==> src/rtl/ctl_regbank.sv <==
module ctl_regbank #(
  parameter int NREG = 10,
  parameter int DW = 9,
  parameter int AW = 7,
  parameter int RST_ADDR = 15,
  parameter logic [6:0] DEV_BASE = 7'b0011010
) (
  input  logic              clk,
  input  logic              rst_n,
  input  logic              mode_sel,
  input  logic              cs_pin,
  input  logic              scl_pin,
  input  logic              sda_in,
  output logic              sda_oe,
  output logic [NREG*DW-1:0] reg_bank
);
  localparam int WW = AW + DW;
  localparam int CW = $clog2(WW + 2);
  localparam int IW = $clog2(NREG);

  function automatic logic [DW-1:0] dflt(input int i);
    case (i)
      0, 1:    return DW'(9'h097);
      2, 3:    return DW'(9'h079);
      4, 7:    return DW'(9'h00A);
      5:       return DW'(9'h008);
      6:       return DW'(9'h09F);
      default: return '0;
    endcase
  endfunction

  logic [2:0] scl_q, sda_q, cs_q;
  always_ff @(posedge clk or negedge rst_n)
    if (!rst_n) begin
      scl_q <= '1; sda_q <= '1; cs_q <= '1;
    end else begin
      scl_q <= {scl_q[1:0], scl_pin};
      sda_q <= {sda_q[1:0], sda_in};
      cs_q  <= {cs_q[1:0], cs_pin};
    end

  wire scl_r = scl_q[1] & ~scl_q[2];
  wire scl_f = ~scl_q[1] & scl_q[2];
  wire sda_s = sda_q[1];
  wire bus_start = scl_q[1] & scl_q[2] & sda_q[2] & ~sda_q[1];
  wire bus_stop  = scl_q[1] & scl_q[2] & ~sda_q[2] & sda_q[1];
  wire cs_rise = cs_q[1] & ~cs_q[2];
  wire cs_fall = ~cs_q[1] & cs_q[2];

  logic [DW-1:0] regs [NREG];

  // three-wire receiver
  logic [WW-1:0] sw;
  logic [CW-1:0] sw_cnt;
  always_ff @(posedge clk or negedge rst_n)
    if (!rst_n) begin
      sw <= '0; sw_cnt <= '0;
    end else if (!mode_sel || cs_fall) begin
      sw_cnt <= '0;
    end else if (scl_r && !cs_q[1]) begin
      sw <= {sw[WW-2:0], sda_s};
      if (sw_cnt != CW'(WW + 1)) sw_cnt <= sw_cnt + 1'b1;
    end
  wire spi_wr = mode_sel & cs_rise & (sw_cnt == CW'(WW));

  // I2C target
  typedef enum logic [2:0] {I_IDLE, I_RX, I_ACK, I_TX, I_MACK} ist_t;
  ist_t st;
  logic [3:0] bcnt;
  logic [7:0] sh;
  logic [1:0] bidx;
  logic rw, acc, d8, oe, hi, more;
  logic [AW-1:0] ra;

  wire [7:0] byte_now = {sh[6:0], sda_s};
  wire [6:0] dev_addr = {DEV_BASE[6:1], DEV_BASE[0] | cs_q[1]};
  wire [DW-1:0] rdata = (ra < AW'(NREG)) ? regs[ra[IW-1:0]] : '0;
  wire [7:0] nxt_byte = hi ? {7'b0, rdata[DW-1]} : rdata[7:0];
  wire i2c_wr = ~mode_sel & (st == I_RX) & scl_r & (bcnt == 4'd7) & (bidx == 2'd2) & ~rw;

  always_ff @(posedge clk or negedge rst_n)
    if (!rst_n) begin
      st <= I_IDLE; bcnt <= '0; sh <= '0; bidx <= '0; rw <= 1'b0; acc <= 1'b0;
      d8 <= 1'b0; oe <= 1'b0; hi <= 1'b0; more <= 1'b0; ra <= '0;
    end else if (mode_sel) begin
      st <= I_IDLE; oe <= 1'b0;
    end else if (bus_start) begin
      st <= I_RX; bcnt <= '0; bidx <= '0; oe <= 1'b0; rw <= 1'b0;
    end else if (bus_stop) begin
      st <= I_IDLE; oe <= 1'b0;
    end else begin
      case (st)
        I_RX:
          if (scl_r && bcnt != 4'd8) begin
            sh <= byte_now;
            bcnt <= bcnt + 1'b1;
            if (bcnt == 4'd7) begin
              if (bidx != 2'd3) bidx <= bidx + 1'b1;
              case (bidx)
                2'd0: begin acc <= (byte_now[7:1] == dev_addr); rw <= byte_now[0]; end
                2'd1: begin acc <= 1'b1; ra <= byte_now[7:1]; d8 <= byte_now[0]; end
                2'd2: acc <= 1'b1;
                default: acc <= 1'b0;
              endcase
            end
          end else if (scl_f && bcnt == 4'd8) begin
            bcnt <= '0;
            if (acc) begin oe <= 1'b1; st <= I_ACK; end
            else st <= I_IDLE;
          end
        I_ACK:
          if (scl_f) begin
            bcnt <= '0;
            if (rw) begin
              st <= I_TX; sh <= rdata[7:0]; oe <= ~rdata[7]; hi <= 1'b1;
            end else begin
              st <= I_RX; oe <= 1'b0;
            end
          end
        I_TX:
          if (scl_f) begin
            if (bcnt == 4'd7) begin
              oe <= 1'b0; st <= I_MACK;
            end else begin
              sh <= {sh[6:0], 1'b0}; oe <= ~sh[6]; bcnt <= bcnt + 1'b1;
            end
          end
        I_MACK:
          if (scl_r) more <= ~sda_s;
          else if (scl_f) begin
            bcnt <= '0;
            if (more) begin
              st <= I_TX; sh <= nxt_byte; oe <= ~nxt_byte[7]; hi <= ~hi;
            end else st <= I_IDLE;
          end
        default: ;
      endcase
    end
  assign sda_oe = oe;

  // register bank
  wire           wr_en   = spi_wr | i2c_wr;
  wire [AW-1:0]  wr_addr = mode_sel ? sw[WW-1:DW] : ra;
  wire [DW-1:0]  wr_data = mode_sel ? sw[DW-1:0] : {d8, byte_now};
  wire [IW-1:0]  wr_idx  = wr_addr[IW-1:0];
  wire [IW-1:0]  pair_idx = {wr_idx[IW-1:1], ~wr_idx[0]};

  always_ff @(posedge clk or negedge rst_n)
    if (!rst_n) begin
      for (int i = 0; i < NREG; i++) regs[i] <= dflt(i);
    end else if (wr_en) begin
      if (wr_addr == AW'(RST_ADDR)) begin
        for (int i = 0; i < NREG; i++) regs[i] <= dflt(i);
      end else if (wr_addr < AW'(NREG)) begin
        regs[wr_idx] <= wr_data;
        if (wr_addr < AW'(4) && wr_data[DW-1]) regs[pair_idx] <= wr_data;
      end
    end

  for (genvar g = 0; g < NREG; g++) begin : g_out
    assign reg_bank[g*DW +: DW] = regs[g];
  end
endmodule

==> config.mk <==
export PLATFORM = sky130hd
export DESIGN_NAME = ctl_regbank
export DESIGN_NICKNAME = d
export VERILOG_FILES = /design/src/rtl/ctl_regbank.sv
export SDC_FILE = /design/constraint.sdc
export NUM_CORES = 1
export LEC_CHECK = 0
export BUFFER_PORTS_ARGS = -buffer_cell sky130_fd_sc_hd__buf_2
export CAP_MARGIN = 20
export CORE_UTILIZATION = 55
export CTS_CLUSTER_DIAMETER = 30
export CTS_CLUSTER_SIZE = 14
export DETAILED_ROUTE_END_ITERATION = 12
export PLACE_DENSITY = 0.76
export SLEW_MARGIN = 20
export SYNTH_ARGS = -nofsm -noshare
export SYNTH_HDL_FRONTEND = slang
export SYNTH_SLANG_ARGS = --single-unit
==> constraint.sdc <==
create_clock -name clk -period 4.93 [get_ports clk]
set_input_delay 0.493 -clock clk [delete_from_list [all_inputs] [get_ports clk]]
set_output_delay 0.493 -clock clk [all_outputs]
set_load 0.1 [all_outputs]
* Yosys cells after proc, flatten, opt, wreduce, memory -nomap -nowiden
Cells that the tools add are included.
Operators by class: reductions and logical operators 36, add/sub/neg operators 3, bitwise logic cells 36, $lt $le $gt $ge 8, mux-type cells 84, eq/ne operators 36
Operators by type and width (count):
- 2-to-1 mux 90 bit | 3
- bitwise mux 90 bit | 2
- demux 9 bit (select 4 bit) | 2
- 2-to-1 mux 7 bit | 9
- 2-to-1 mux 9 bit | 6
- != test 5 bit (second input constant) | 9
- binary-select mux 9 bit (select 4 bit) | 1
- 2-to-1 mux 4 bit | 8
- 2-to-1 mux 3 bit | 10
- one-hot mux 7 bit (4 select lines) | 1
- 2-to-1 mux 1 bit | 24
- 2-to-1 mux 2 bit | 9
- != test 2 bit (second input constant) | 9
- AND reduction 6 bit | 3
- AND reduction 9 bit | 2
- nonzero test 2 bit | 9
- AND 1 bit | 16
- inverter 1 bit | 16
- one-hot mux 4 bit (4 select lines) | 1
- greater-or-equal comparator 5 bit (second input constant) | 3
- 2-to-1 mux 5 bit | 3
- inverter 4 -> 5 bit | 3
- less-than comparator 7 x 4 -> 1 bit (second input constant) | 2
- AND reduction 7 bit | 2
- other kinds (37) | 50
Storage, ports and cells: bits in registers 149, word-level logic and storage cells 229, output and inout port bits 91

* Longest topological paths before layout
word-level depth 14, depth in mapped cells 9, depth with buffers taken out 7

* Worst setup path before layout
No wires, ideal clock.
path type reg-to-reg, start point register bidx[0], end point register regs, in the netlist reg_bank[34], data arrival time 2.566 ns, cell stages (with the launch flop) 10, setup slack 2.242 ns, period minus slack after synthesis 2.688 ns, data required time 4.808 ns, cells stage by stage dfrtp_1 > inv_1 > ha_1 > or3b_2 > or4_1 > buf_2 > a211o_1 > buf_4 > a31o_1 > a22o_1
On the way: word-level cells in the longest chain between the ends 5
Ends and longest elaborated chain:
- start, declared | RTL line 71 | logic [1:0] bidx;
- start signal, assigned | RTL line 98 | if (bidx != 2'd3) bidx <= bidx + 1'b1;
- == test 2 bit | RTL line 79 | wire i2c_wr = ~mode_sel & (st == I_RX) & scl_r & (bcnt == 4'd7) & (bidx == 2'd2) & ~rw;
- AND 1 bit (2 in series) | RTL line 79
- bitwise OR 1 bit | RTL line 142 | wire wr_en = spi_wr | i2c_wr;
- AND reduction 2 bit (no line)
- end signal, assigned by index | RTL line 155 | regs[wr_idx] <= wr_data;
- end signal, assigned by index | RTL line 156 | if (wr_addr < AW'(4) && wr_data[DW-1]) regs[pair_idx] <= wr_data;
- end, declared | RTL line 50 | logic [DW-1:0] regs [NREG];
No other way between the ends. A chain may end at the register's enable or synchronous reset.

* Worst setup path in the final report
start point register st[0], end point register regs, in the netlist reg_bank[18]
On the way: word-level cells in the longest chain between the ends 8
Ends and longest elaborated chain:
- start, declared | RTL line 68 | ist_t st;
- start signal, assigned | RTL line 83 | st <= I_IDLE; bcnt <= '0; sh <= '0; bidx <= '0; rw <= 1'b0; acc <= 1'b0;
- start signal, assigned | RTL line 86 | st <= I_IDLE; oe <= 1'b0;
- start signal, assigned | RTL line 88 | st <= I_RX; bcnt <= '0; bidx <= '0; oe <= 1'b0; rw <= 1'b0;
- == test 3 x 1 -> 1 bit | RTL line 79
- AND 1 bit (5 in series) | RTL line 79
- bitwise OR 1 bit | RTL line 142
- AND reduction 2 bit (no line)
No other way between the ends.

==> run summary <==
Status -> complete, no violations
Crit-path max FO -> 19
Via density -> 6.74
Library cells used by synthesis -> 74
DRT Pass-1 Iters -> 5
Post-synthesis async set-or-reset flop share -> 100%
Largest net degree at the start of global routing -> 101
Critical path class -> register to register
Total power -> 3.40 mW
Seq/Total Area, Yosys -> 48.0%
CTS tree -> done
Clock Latency Late Sink -> 0.44 ns
Worst Max-Slew Pin Slew -> 1.15 ns
Worst-path clk slew -> 0.06 ns
Most frequent cells in the layout -> 108 x dfrtp_1, 95 x buf_2, 55 x nand2_1
CTS Buf Count -> 17
Reg power frac -> 42.9%
EDFF count, synth -> 0
Initial antenna violation count -> 0
Post-cts gate resize count -> 0
Fmax -> 292 MHz
Critical Path Sink Type -> register
Port Buffers -> 96
Max incr delay on CP -> 0.73 ns
Die area -> 14800 um2
Crit path capture -> reg_bank[18]
Layout cell share with drive strength beyond 1 -> 32.8%
Leakage -> 4.16 nW
Clk buf depth -> 2
Max-cap violations -> 0
Clock root buffer -> clkbuf_16
Setup TNS Final -> 0 ns
Net Switching -> 1.04 mW
R2R Path End -> reg_bank[18]
Slowest library cell on the worst path -> nor3_2
Final Routed Wirelength -> 22.8 mm
Critical path, cell by cell -> or3b_4 -> or4_1 -> a211o_1 -> nor3_2 -> a2bb2oi_1
Antenna cells -> 0
Stages on the worst setup path -> 5
Final Setup Violations -> 0
H-tree depth -> 4
Routed Antenna Nets -> 0
Vias in the first global route -> 6159
Clock share of power -> 40.5%
Worst r2r src -> st[0]
Initial Utilization -> 56.5%
# hold bufs at CTS -> 0
Row count -> 43
Pwr/cell area -> 372 nW/um2
Die X -> 122 um
Hold Crit Class -> primary input to asynchronous set/reset pin
Gate power share -> 16.6%
Tot GR Track Use -> 32.1%
Commonest non-fill, non-tap cell in the layout -> dfrtp_1
Relative slew slack -> 22.9%
CP bufs+invs -> 0
Min Clock Period, post-route -> 3.42 ns
Wire per inst -> 23.5 um
DRC Markers -> 0
Area grow syn2layout -> 16.0%
Setup ws final -> 1.51 ns
Arrival time at the worst endpoint -> 3.75 ns
Routability Congestion -> 0.936
Cell Area, Synth -> 7880 um2
Element type at the critical path start -> register
YS warnings -> 0
Area of the core -> 13900 um2
Reg2reg path depth -> 5
Post-Place Worst Slack -> 1.24 ns
Main synth FF type -> dfrtp_1
Top delay family on crit path -> simple AND/OR/NAND/NOR gates
Cell Int Power -> 2.35 mW
Sw Ratio -> 30.7%
Setup Buffers After CTS -> 0
Clock Skew -> 0.0119 ns
Min Hold Slack -> 0.146 ns
Util after Layout -> 65.6%
Final Max Slew Viols -> 0
Detailed Place HPWL -> 15.6 mm
Vias -> 6533
RSZ-0062 raised after global routing -> false
#FFs+latches synth -> 149
Final critical-path share of the clock period -> 69.5%
Worst VDD drop -> 0.000224 V
Worst R2R Setup Slack -> 1.51 ns
Initial DRC Count -> 800
TritonCTS sink count -> 149
Critical Path RT -> 5.25 ns
Post-Syn Nets -> 705
# nets final -> 792
Die H -> 122 um
Syn avg cell area -> 11.4 um2
I/O pins -> 97
Synthesized netlist cell count -> 689
Critical path launch point -> st[0]
Hold Violations, Final -> 0
First-pass GRT wire length -> 35.3 mm
GRT overflow -> 0
[through the flow]
step | instances | instance area, um2
finish | 969 | 9140
global route | 969 | 9140
CTS | 968 | 9130
detailed placement | 936 | 8510
global placement | 936 | 8500
floorplan | 689 | 7880
[how the worst min path moves through the flow]
stage / start / endpoint / slack (ns) / cells after the start
final: rst_n / st[0] / 0.15 / 1
after global routing: sda_in / sda_q[0] / 0.15 / 1
after CTS: sda_in / sda_q[0] / 0.15 / 1
after detailed placement: sda_q[0] / sda_q[1] / 0.35 / 0
after global placement: scl_q[0] / scl_q[1] / 0.35 / 0
after floorplan: rst_n / acc / 0.20 / 0
[synthesized netlist by cell type, drive strengths merged (5+ instances only)]
library cell / n / area [um2]
mux2i: 43 / 430
mux2: 40 / 450
nor3: 9 / 55.1
nand2: 58 / 225
xor2: 5 / 43.8
o21ai: 31 / 155
buf: 8 / 42.5
o22ai: 12 / 75.1
inv: 24 / 90.1
and3b: 5 / 43.8
a32o: 5 / 50.1
or3b: 5 / 46.3
nand2b: 6 / 37.5
nand3: 11 / 55.1
o221ai: 9 / 78.8
dfstp: 40 / 1050
nor2: 21 / 78.8
dfrtp: 109 / 2730
clkbuf: 28 / 105
mux4: 16 / 360
o2bb2ai: 8 / 70.1
nor3b: 9 / 67.6
ha: 10 / 125
nor2b: 11 / 68.8
nor4: 5 / 46.3
nand3b: 7 / 52.6
a21o: 6 / 45.0
a221oi: 5 / 67.6
nand4: 5 / 31.3
a22o: 38 / 333
a21oi: 23 / 130
a2bb2oi: 20 / 175
[area by class of cell]
| type | instances | area, um2 |
|---|---|---|
| fillers | 1046 | 4800 |
| well taps | 180 | 225 |
| inverters | 24 | 90.1 |
| clock inverters | 12 | 168 |
| flip-flops and latches | 149 | 3780 |
| multi-input cells | 480 | 3870 |
| repair buffers | 104 | 547 |
| clock buffers | 20 | 457 |
[state kept, by name (all words and copies together), names as in the netlist]
| signal | cells |
|---|---|
| sw | 16 |
| sh | 7 |
| ra | 7 |
| rw | 1 |
| sda_oe | 1 |
| sw_cnt | 5 |
| reg_bank | 90 |
| hi | 1 |
| d8 | 1 |
| st | 3 |
| bidx | 2 |
| scl_q | 3 |
| sda_q | 3 |
| acc | 1 |
| cs_q | 3 |
| more | 1 |
| bcnt | 4 |
[per-layer routing]
metal / part of all wire, % / track usage (%)
met1: 43 / 46.5
met2: 46 / 47.7
met3: 8.3 / 5.85
met4: 2.7 / 13.2
met5: 0 / 0
[worst reg2reg max path, stage by stage (launching register included)]
cell and delay, ns:
dfrtp_1 0.70, or3b_4 0.49, or4_1 0.67, a211o_1 0.54, nor3_2 0.73, a2bb2oi_1 0.19
[kinds of logic (layout without fill, tap and decap cells)]
logic type               Yosys count  in the layout  synth area share, %
XOR/XNOR                           6              6                0.667
AO/OA/AOI/OAI                    188            188                 18.3
multiplexers                      99             99                 15.8
buffers and inverters             60            160                 3.02
flip-flops                       149            149                 48.0
adder cells (fa/ha/maj)           10             10                 1.59
AND/OR/NAND/NOR                  177            177                 12.7
[power by group through the flow]
stage	registers, mW	clock network (mW)	logic (mW)
global placement	1.46	0	0.526
detailed placement	1.47	0	0.550
global route	1.47	1.43	0.610
CTS	1.45	1.38	0.552
finish	1.46	1.38	0.562
floorplan	1.42	0	0.414
Power figures use the tool's default switching activity.
